--- config.mk ---
export PLATFORM = sky130hd
export DESIGN_NAME = edge_delay_ctr
export DESIGN_NICKNAME = d
export VERILOG_FILES = /design/src/rtl/edge_delay_ctr.sv
export SDC_FILE = /design/constraint.sdc
export NUM_CORES = 1
export LEC_CHECK = 0
export BUFFER_PORTS_ARGS = -buffer_cell sky130_fd_sc_hd__buf_2
export CORE_ASPECT_RATIO = 0.9
export CORE_MARGIN = 10
export CORE_UTILIZATION = 48
export CTS_CLUSTER_DIAMETER = 80
export DETAILED_ROUTE_END_ITERATION = 10
export PLACE_DENSITY = 0.79
export SLEW_MARGIN = 10
export SYNTH_ARGS = -nofsm -noshare
export SYNTH_HDL_FRONTEND = slang
export SYNTH_SLANG_ARGS = --single-unit
--- constraint.sdc ---
create_clock -name clk -period 1.47 [get_ports clk]
set_input_delay 0.294 -clock clk [delete_from_list [all_inputs] [get_ports clk]]
set_output_delay 0.294 -clock clk [all_outputs]
set_load 0.05 [all_outputs]
--- src/rtl/edge_delay_ctr.sv ---
module edge_delay_ctr #(
  parameter int CNT_W = 8,
  parameter int DIV_W = 2
) (
  input  logic             clk,
  input  logic             rst,
  input  logic             din,
  input  logic [CNT_W-1:0] delay_cnt,
  input  logic [1:0]       mode,
  input  logic [1:0]       clk_sel,
  input  logic [DIV_W-1:0] div_sel,
  input  logic             ext_clk,
  output logic             dout
);
  localparam int PRE_W = (1 << DIV_W) - 1;

  logic [PRE_W-1:0] pre;
  logic [PRE_W-1:0] pre_mask;
  logic [2:0]       ext_sh;
  logic [CNT_W-1:0] cnt;
  logic [CNT_W-1:0] load_val;
  logic             pending;
  logic             div_tick, ext_tick, tick, want_hold;

  assign pre_mask  = ~({PRE_W{1'b1}} << div_sel);
  assign div_tick  = (pre & pre_mask) == pre_mask;
  assign ext_tick  = ext_sh[1] & ~ext_sh[2];
  assign load_val  = (delay_cnt == '0) ? CNT_W'(1) : delay_cnt;
  assign want_hold = din ? mode[0] : mode[1];

  always_comb begin
    case (clk_sel)
      2'd1:    tick = div_tick;
      2'd2:    tick = ext_tick;
      default: tick = 1'b1;
    endcase
  end

  always_ff @(posedge clk) begin
    if (rst) begin
      pre    <= '0;
      ext_sh <= '0;
    end else begin
      pre    <= pre + PRE_W'(1);
      ext_sh <= {ext_sh[1:0], ext_clk};
    end
  end

  always_ff @(posedge clk) begin
    if (rst) begin
      dout    <= 1'b0;
      pending <= 1'b0;
      cnt     <= '0;
    end else if (din == dout) begin
      pending <= 1'b0;
    end else if (!pending) begin
      if (want_hold) begin
        pending <= 1'b1;
        cnt     <= load_val;
      end else begin
        dout <= din;
      end
    end else if (tick) begin
      if (cnt == CNT_W'(1)) begin
        dout    <= din;
        pending <= 1'b0;
      end else begin
        cnt <= cnt - CNT_W'(1);
      end
    end
  end

  a_r1_reset_clears: assert property (@(posedge clk)
    rst |=> (!dout && !pending));

  a_r4_out_follows_in: assert property (@(posedge clk) disable iff (rst)
    !$stable(dout) |-> (dout == $past(din)));

  a_r5_pass_unheld: assert property (@(posedge clk) disable iff (rst)
    (!pending && din != dout && !want_hold) |=> (dout == $past(din)));

  a_r6_cancel_on_return: assert property (@(posedge clk) disable iff (rst)
    (pending && din == dout) |=> (!pending && $stable(dout)));

  a_r10_cnt_nonzero: assert property (@(posedge clk) disable iff (rst)
    pending |-> (cnt != '0));

  a_r9_no_tick_hold: assert property (@(posedge clk) disable iff (rst)
    (pending && !tick && din != dout) |=> $stable(dout));

endmodule

==> summary.md, run 1 <==
- **Critical Setup Path Class** reg -> reg
- **failing checks** setup timing
- **setup clock skew after layout** 0.00589 ns
- **top-area cell type share of the netlist area** 0.326
- **final period utilization** 1.06
- **worst reg-to-reg path cell count** 5
- **start point of the critical path** cnt[6]
- **growth of design area from synthesis to finish** 30.4%
- **global-route wire length before repair** 4530 um
- **share of layout cells above drive strength 1** 0.428
- **top achievable clock speed** 0.641 GHz
- **TritonCTS buffer count** 3
- **chip height** 62.9 um
- **reg2reg end** cnt[5]
- **clock insertion delay at the later pin of the skew report** 0.30 ns
- **synthesized instance count** 112
- **CTS tree** built
- **largest net degree at the start of global routing** 20
- **remaining antenna violation count** 0
- **slack of the critical path** -0.0896 ns
- **number of remaining DRC errors** 0
- **slowest cell on the critical path** nor4b_4
- **finished layout cell area** 1280 um^2
- **shortest clock period the worst path allows after layout** 1.56 ns
- **number of hold violations in the final report** 0
- **average via count per standard cell** 5.77
- **Slew Limit Headroom** 0.744
- **GR Layer Usage met1** 0.131
- **Global Route met2 Usage** 0.236
- **number of standard-cell rows in the floorplan** 15
- **cell family with most CP delay** simple AND/OR/NAND/NOR gates
- **antenna diode count** 0
- **mean instance size in the synthesized netlist** 8.77 um^2
- **number of warnings printed during yosys synthesis** 0
- **post-synth net total** 135
- **CTS Hold Buffers Added** 0
- **transition at the pin with the smallest max-transition slack** 0.381 ns
- **maximum level of the CTS H-tree** 1
- **Seq/Total Area, Yosys** 0.326
- **cell accounting for the most synthesized area** dfxtp_1
- **final setup violation count** 8
- **worst-case register-to-register setup slack** -0.09 ns
- **most frequent cell after synthesis** dfxtp_1
- **result of the run** finished with violations
- **Buffers on Ports** 18
- **number of detailed-route iterations in the first pass** 4
- **count of clock tree sinks** 16
- **Crit path largest cell delay** 0.36 ns
- **Die Wd** 67.7 um
- **Distinct cells, synth** 37
- **count of flip-flops with a built-in enable after synthesis** 0
- **setup repair after global routing missed its margin** true
- **worst setup path endpoint** cnt[5]
- **vias in the first global route** 1052
- **routed wirelength normalized by instance count** 16.1 um
- **Worst Setup Start Kind** flip-flop
- **synth cell count leaders** 16 x dfxtp_1, 12 x a21oi_1, 10 x nor2_1
- **count of nets after finishing** 169
- **post-DP HPWL** 1790 um
- **Placed Area** 1160 um^2
- **Remaining Overflow, GRT** 0
- **antenna violations before repair** 0
- **full die area** 4260 um^2
- **RR Startpoint** cnt[6]
- **power per unit of standard cell area** 971 nW/um^2
- **Synth area leaders** dfxtp_1 33%, ha_1 6.4%, a21oi_1 6.1%
- **count of vias placed by the detailed router** 981
- **most instantiated flip-flop cell in the synthesis netlist** dfxtp_1
- **CTS max path bufs** 2
- **Data arrival, critical path** 1.78 ns
- **max-slew violations** 0
- **Hold Path Class** in -> reg
- **number of register bits inferred by synthesis** 16
- **buffer and inverter count on the worst path** 0
- **cell area after synthesis** 982 um^2
- **instance count on the critical path** 5
- **most crowded layer after global routing** met2
- **global-route met3 utilization** 0.0484
- **pre-CTS setup slack** -0.207 ns
- **Tot GR Track Use** 0.134
- **Static Leak** 0.540 nW
- **Worst-path clk slew** 0.11 ns
- **crit path capture type** flip-flop
- **Core Area** 1930 um^2
- **Async S/R FF share, synth** 0
- **Total Power** 1.24 mW
- **initial standard-cell utilization of the core** 0.508
- **Crit Path Max Fanout** 6
- **chain of cells forming the critical path** nor4b_4 -> a32oi_4 -> and2_2 -> o211a_1 -> o32ai_2
- **wirelength, routed** 2740 um
- **worst voltage drop across the vdd grid** 0.717 mV
- **weighted congestion at the end of routability-driven global placement** 0.866
- **total I/O pin count** 19
- **buffer cell driving the clock tree root** clkbuf_4
- **required time of the worst setup path** 1.69 ns
- **violation count after the first detailed-routing iteration** 41
- **Maximum Capacitance Violations** 0
==> stage by stage <==
step,hold slack (ns),std cells,TNS (ns),utilization
floorplan,0.414,112,0,-
global placement,0.421,163,-1.03,0.599
detailed placement,0.438,163,-1.44,0.599
CTS,0.204,170,-0.275,0.652
global route,0.225,170,-1.08,0.663
finish,0.203,170,-0.429,0.663
==> state kept, by name (all words and copies together) (netlist names) <==
name and flops:
cnt 8, pre 3, pending 1, dout 1
ext_sh 3
==> what timing repair did <==
item | CTS | global route
endpoints found under the setup margin | 7 | 9
pin swaps | 12 | 5
resized for setup | 11 | 6
cloned | 1 | 0
buffers inserted | 2 | 0
==> how the worst min path moves through the flow <==
| stage | startpoint | endpoint | slack (ns) | cells after the start |
|---|---|---|---|---|
| after floorplan | ext_sh[0] | ext_sh[1] | 0.41 | 1 |
| after global placement | ext_sh[0] | ext_sh[1] | 0.42 | 1 |
| after detailed placement | pre[0] | pre[0] | 0.44 | 1 |
| after CTS | ext_clk | ext_sh[0] | 0.20 | 2 |
| after global routing | ext_clk | ext_sh[0] | 0.23 | 2 |
| final | ext_clk | ext_sh[0] | 0.20 | 2 |
==> layout make-up <==
cell class | count | area [um^2]
Clock buffer | 4 | 36.3
Multi-Input combinational cell | 84 | 652
Timing Repair Buffer | 33 | 203
Tap cell | 25 | 31.3
Fill cell | 151 | 652
Sequential cell | 16 | 329
Inverter | 8 | 30.0
==> placed cells by master (no fill, tap or decap), drive strengths merged, types with 2 or more instances in the layout <==
| master | count |
|---|---|
| a21oi | 12 |
| dfxtp | 16 |
| buf | 33 |
| nor2b | 4 |
| or3 | 3 |
| clkbuf | 4 |
| a22oi | 2 |
| nand2 | 6 |
| nor2 | 10 |
| nand2b | 4 |
| o31ai | 3 |
| o21ai | 5 |
| o211a | 2 |
| a31oi | 2 |
| nand3 | 4 |
| inv | 8 |
| ha | 5 |
| nor3 | 4 |
| o32ai | 3 |
==> power breakdown <==
group	leakage (nW)	internal [mW]	switching, mW	total (mW)
combinational	0.385	0.200	0.223	0.423
sequential	0.134	0.475	0.0353	0.510
clock	0.0210	0.151	0.159	0.310
total	0.540	0.826	0.418	1.24
==> routing by layer <==
layer  vias up  part of all wire  routed length [um]
li1        474                 -                   -
met1       457              0.38                1030
met2        40              0.52                1410
met3        10             0.079                 215
met4         0             0.027                  75
met5         -                 0                   0
==> logic make-up after synthesis <==
group,after synthesis,share of synthesized area
AO/OA/AOI/OAI,34,0.261
XOR/XNOR,2,0.0178
adder cells (fa/ha/maj),5,0.0637
buffers and inverters,13,0.0764
flip-flops,16,0.326
multiplexers,1,0.0102
AND/OR/NAND/NOR,41,0.245
(Power assumes the default switching activity.)
==> run 2: changes to the inputs <==
--- a/config.mk
+++ b/config.mk
@@ -7,11 +7,11 @@
 export LEC_CHECK = 0
 export BUFFER_PORTS_ARGS = -buffer_cell sky130_fd_sc_hd__buf_2
 export CORE_ASPECT_RATIO = 0.9
-export CORE_MARGIN = 10
 export CORE_UTILIZATION = 48
 export CTS_CLUSTER_DIAMETER = 80
 export DETAILED_ROUTE_END_ITERATION = 10
 export PLACE_DENSITY = 0.79
+export SKIP_LAST_GASP = 1
 export SLEW_MARGIN = 10
 export SYNTH_ARGS = -nofsm -noshare
 export SYNTH_HDL_FRONTEND = slang
==> summary.md, run 2 (synthesized netlist as in run 1, its figures left out) <==
- **Maximum Capacitance Violations** 0
- **highest-count cells in the layout ignoring fill and taps** 19 x buf_4, 18 x buf_2, 13 x dfxtp_1
- **endpoint of the worst hold-timing path** ext_sh[0]
- **average via count per standard cell** 5.94
- **Worst Hold Depth** 2
- **final period utilization** 1.04
- **number of standard-cell rows in the floorplan** 15
- **largest net degree at the start of global routing** 20
- **most frequent standard cell in the layout excluding fill and tap cells** buf_4
- **Net Sw Frac** 0.332
- **final setup violation count** 5
- **finished layout cell area** 1290 um^2
- **chain of cells forming the critical path** inv_2 -> ha_4 -> a32oi_2 -> nand2_2 -> or3_1 -> a21oi_2
- **count of clock tree sinks** 16
- **growth of design area from synthesis to finish** 31.5%
- **HP Start** ext_clk
- **vias in the first global route** 962
- **number of remaining DRC errors** 0
- **buffer cell driving the clock tree root** clkbuf_4
- **start point of the critical path** cnt[1]
- **Static Leak** 0.553 nW
- **setup repair after global routing missed its margin** true
- **Power Internal** 0.789 mW
- **failing checks** setup timing
- **Core Area** 1910 um^2
- **slowest cell on the critical path** or3_1
- **global-route met3 utilization** 0.0606
- **routed wirelength normalized by instance count** 14.4 um
- **worst-case register-to-register setup slack** -0.06 ns
- **crit path capture type** flip-flop
- **transition at the pin with the smallest max-transition slack** 0.376 ns
- **Buffers on Ports** 18
- **non-filler cells in the finished layout** 173
- **post-DP HPWL** 1720 um
- **Data arrival, critical path** 1.75 ns
- **Global Route met2 Usage** 0.419
- **antenna violations before repair** 0
- **remaining antenna violation count** 0
- **utilization after layout** 0.675
- **Total Power** 1.18 mW
- **slack of the critical path** -0.0559 ns
- **number of hold violations in the final report** 0
- **register with the most flip-flops** cnt
- **Largest register FFs** 8
- **full die area** 2230 um^2
- **required time of the worst setup path** 1.69 ns
- **total I/O pin count** 19
- **count of nets after finishing** 173
- **chip height** 44.9 um
- **switching power total** 0.392 mW
- **top achievable clock speed** 0.655 GHz
- **Hold Path Class** in -> reg
- **share of layout cells above drive strength 1** 0.453
- **CTS tree** built
- **RR Startpoint** cnt[1]
- **Placed Area** 1170 um^2
- **setup tns final** -0.268 ns
- **violation count after the first detailed-routing iteration** 49
- **weighted congestion at the end of routability-driven global placement** 0.859
- **Largest regs** cnt x8, ext_sh x3, pre x3
- **Worst-path clk slew** 0.09 ns
- **filler cell count** 165
- **maximum level of the CTS H-tree** 1
- **Worst Setup Start Kind** flip-flop
- **TritonCTS buffer count** 3
- **Die Wd** 49.7 um
- **clock share of power** 0.191
- **Seq pwr share** 0.429
- **Crit Path Max Fanout** 8
- **antenna diode count** 0
- **setup clock skew after layout** 0.0105 ns
- **shortest clock period the worst path allows after layout** 1.53 ns
- **number of instances in the placed design** 165
- **CTS max path bufs** 2
- **Slew Limit Headroom** 0.749
- **Crit path largest cell delay** 0.37 ns
- **worst voltage drop across the vdd grid** 0.744 mV
- **clock insertion delay at the later pin of the skew report** 0.28 ns
- **count of vias placed by the detailed router** 1027
- **Remaining Overflow, GRT** 0
- **wirelength, routed** 2490 um
- **Critical Setup Path Class** reg -> reg
- **result of the run** finished with violations
- **Tot GR Track Use** 0.248
- **GR Layer Usage met1** 0.301
- **reg2reg end** cnt[3]
- **global-route wire length before repair** 4110 um
- **power per unit of standard cell area** 915 nW/um^2
- **number of detailed-route iterations in the first pass** 4
- **worst reg-to-reg path cell count** 6
- **most crowded layer after global routing** met2
- **combinational fraction of design power** 0.380
- **max-slew violations** 0
- **initial standard-cell utilization of the core** 0.513
-- run 2: area by class of cell --
cell class              instances  area [um^2]  share of cell area
multi-input cells              83          639               0.495
repair buffers                 38          244               0.189
inverters                       8         30.0              0.0233
clock buffers                   3         22.5              0.0174
flip-flops and latches         16          324               0.251
well taps                      25         31.3              0.0242
-- run 2: worst max-delay path by stage --
| stage | endpoint | slack (ns) |
|---|---|---|
| global route | cnt[0] | -0.15 |
| floorplan | cnt[0] | 0.002 |
| finish | cnt[3] | -0.06 |
| detailed placement | cnt[7] | -0.18 |
| CTS | cnt[0] | -0.08 |
| global placement | cnt[3] | -0.08 |
-- run 2: what timing repair did --
item,4_1_cts,5_1_grt
endpoints found under the setup margin,7,9
buffers inserted,3,2
gates resized for setup,8,9
hold buffers,0,0
pin swaps,9,7
endpoints found under the hold margin,0,0
-- run 2: metal layers --
metal | wire [um] | up-vias
li1 | - | 485
met1 | 1010 | 499
met2 | 1310 | 37
met3 | 120 | 6
met4 | 53 | 0
met5 | 0 | -
-- run 2: critical path, delay by kind of cell, from the launching register on --
kind,cells,cell delay (ns)
adders and majority gates,1,0.15
DFF,1,0.34
AOI/OAI and AO/OA,2,0.39
and+or+nand+nor,2,0.52
buffers and inverters,1,0.05
-- run 2: stage by stage --
step	hold WS [ns]	setup WS, ns
after floorplan	0.414	0.00157
after global placement	0.430	-0.0763
after detailed placement	0.450	-0.178
after CTS	0.217	-0.0782
after global routing	0.210	-0.154
final	0.221	-0.0559
-- run 2: power groups by stage --
| stage | Sequential, mW | Combinational, mW | Clock (mW) |
|---|---|---|---|
| after detailed placement | 0.510 | 0.372 | 0 |
| after global routing | 0.512 | 0.492 | 0.259 |
| after CTS | 0.505 | 0.415 | 0.233 |
| final | 0.506 | 0.449 | 0.226 |
| after global placement | 0.507 | 0.362 | 0 |
| after floorplan | 0.516 | 0.240 | 0 |
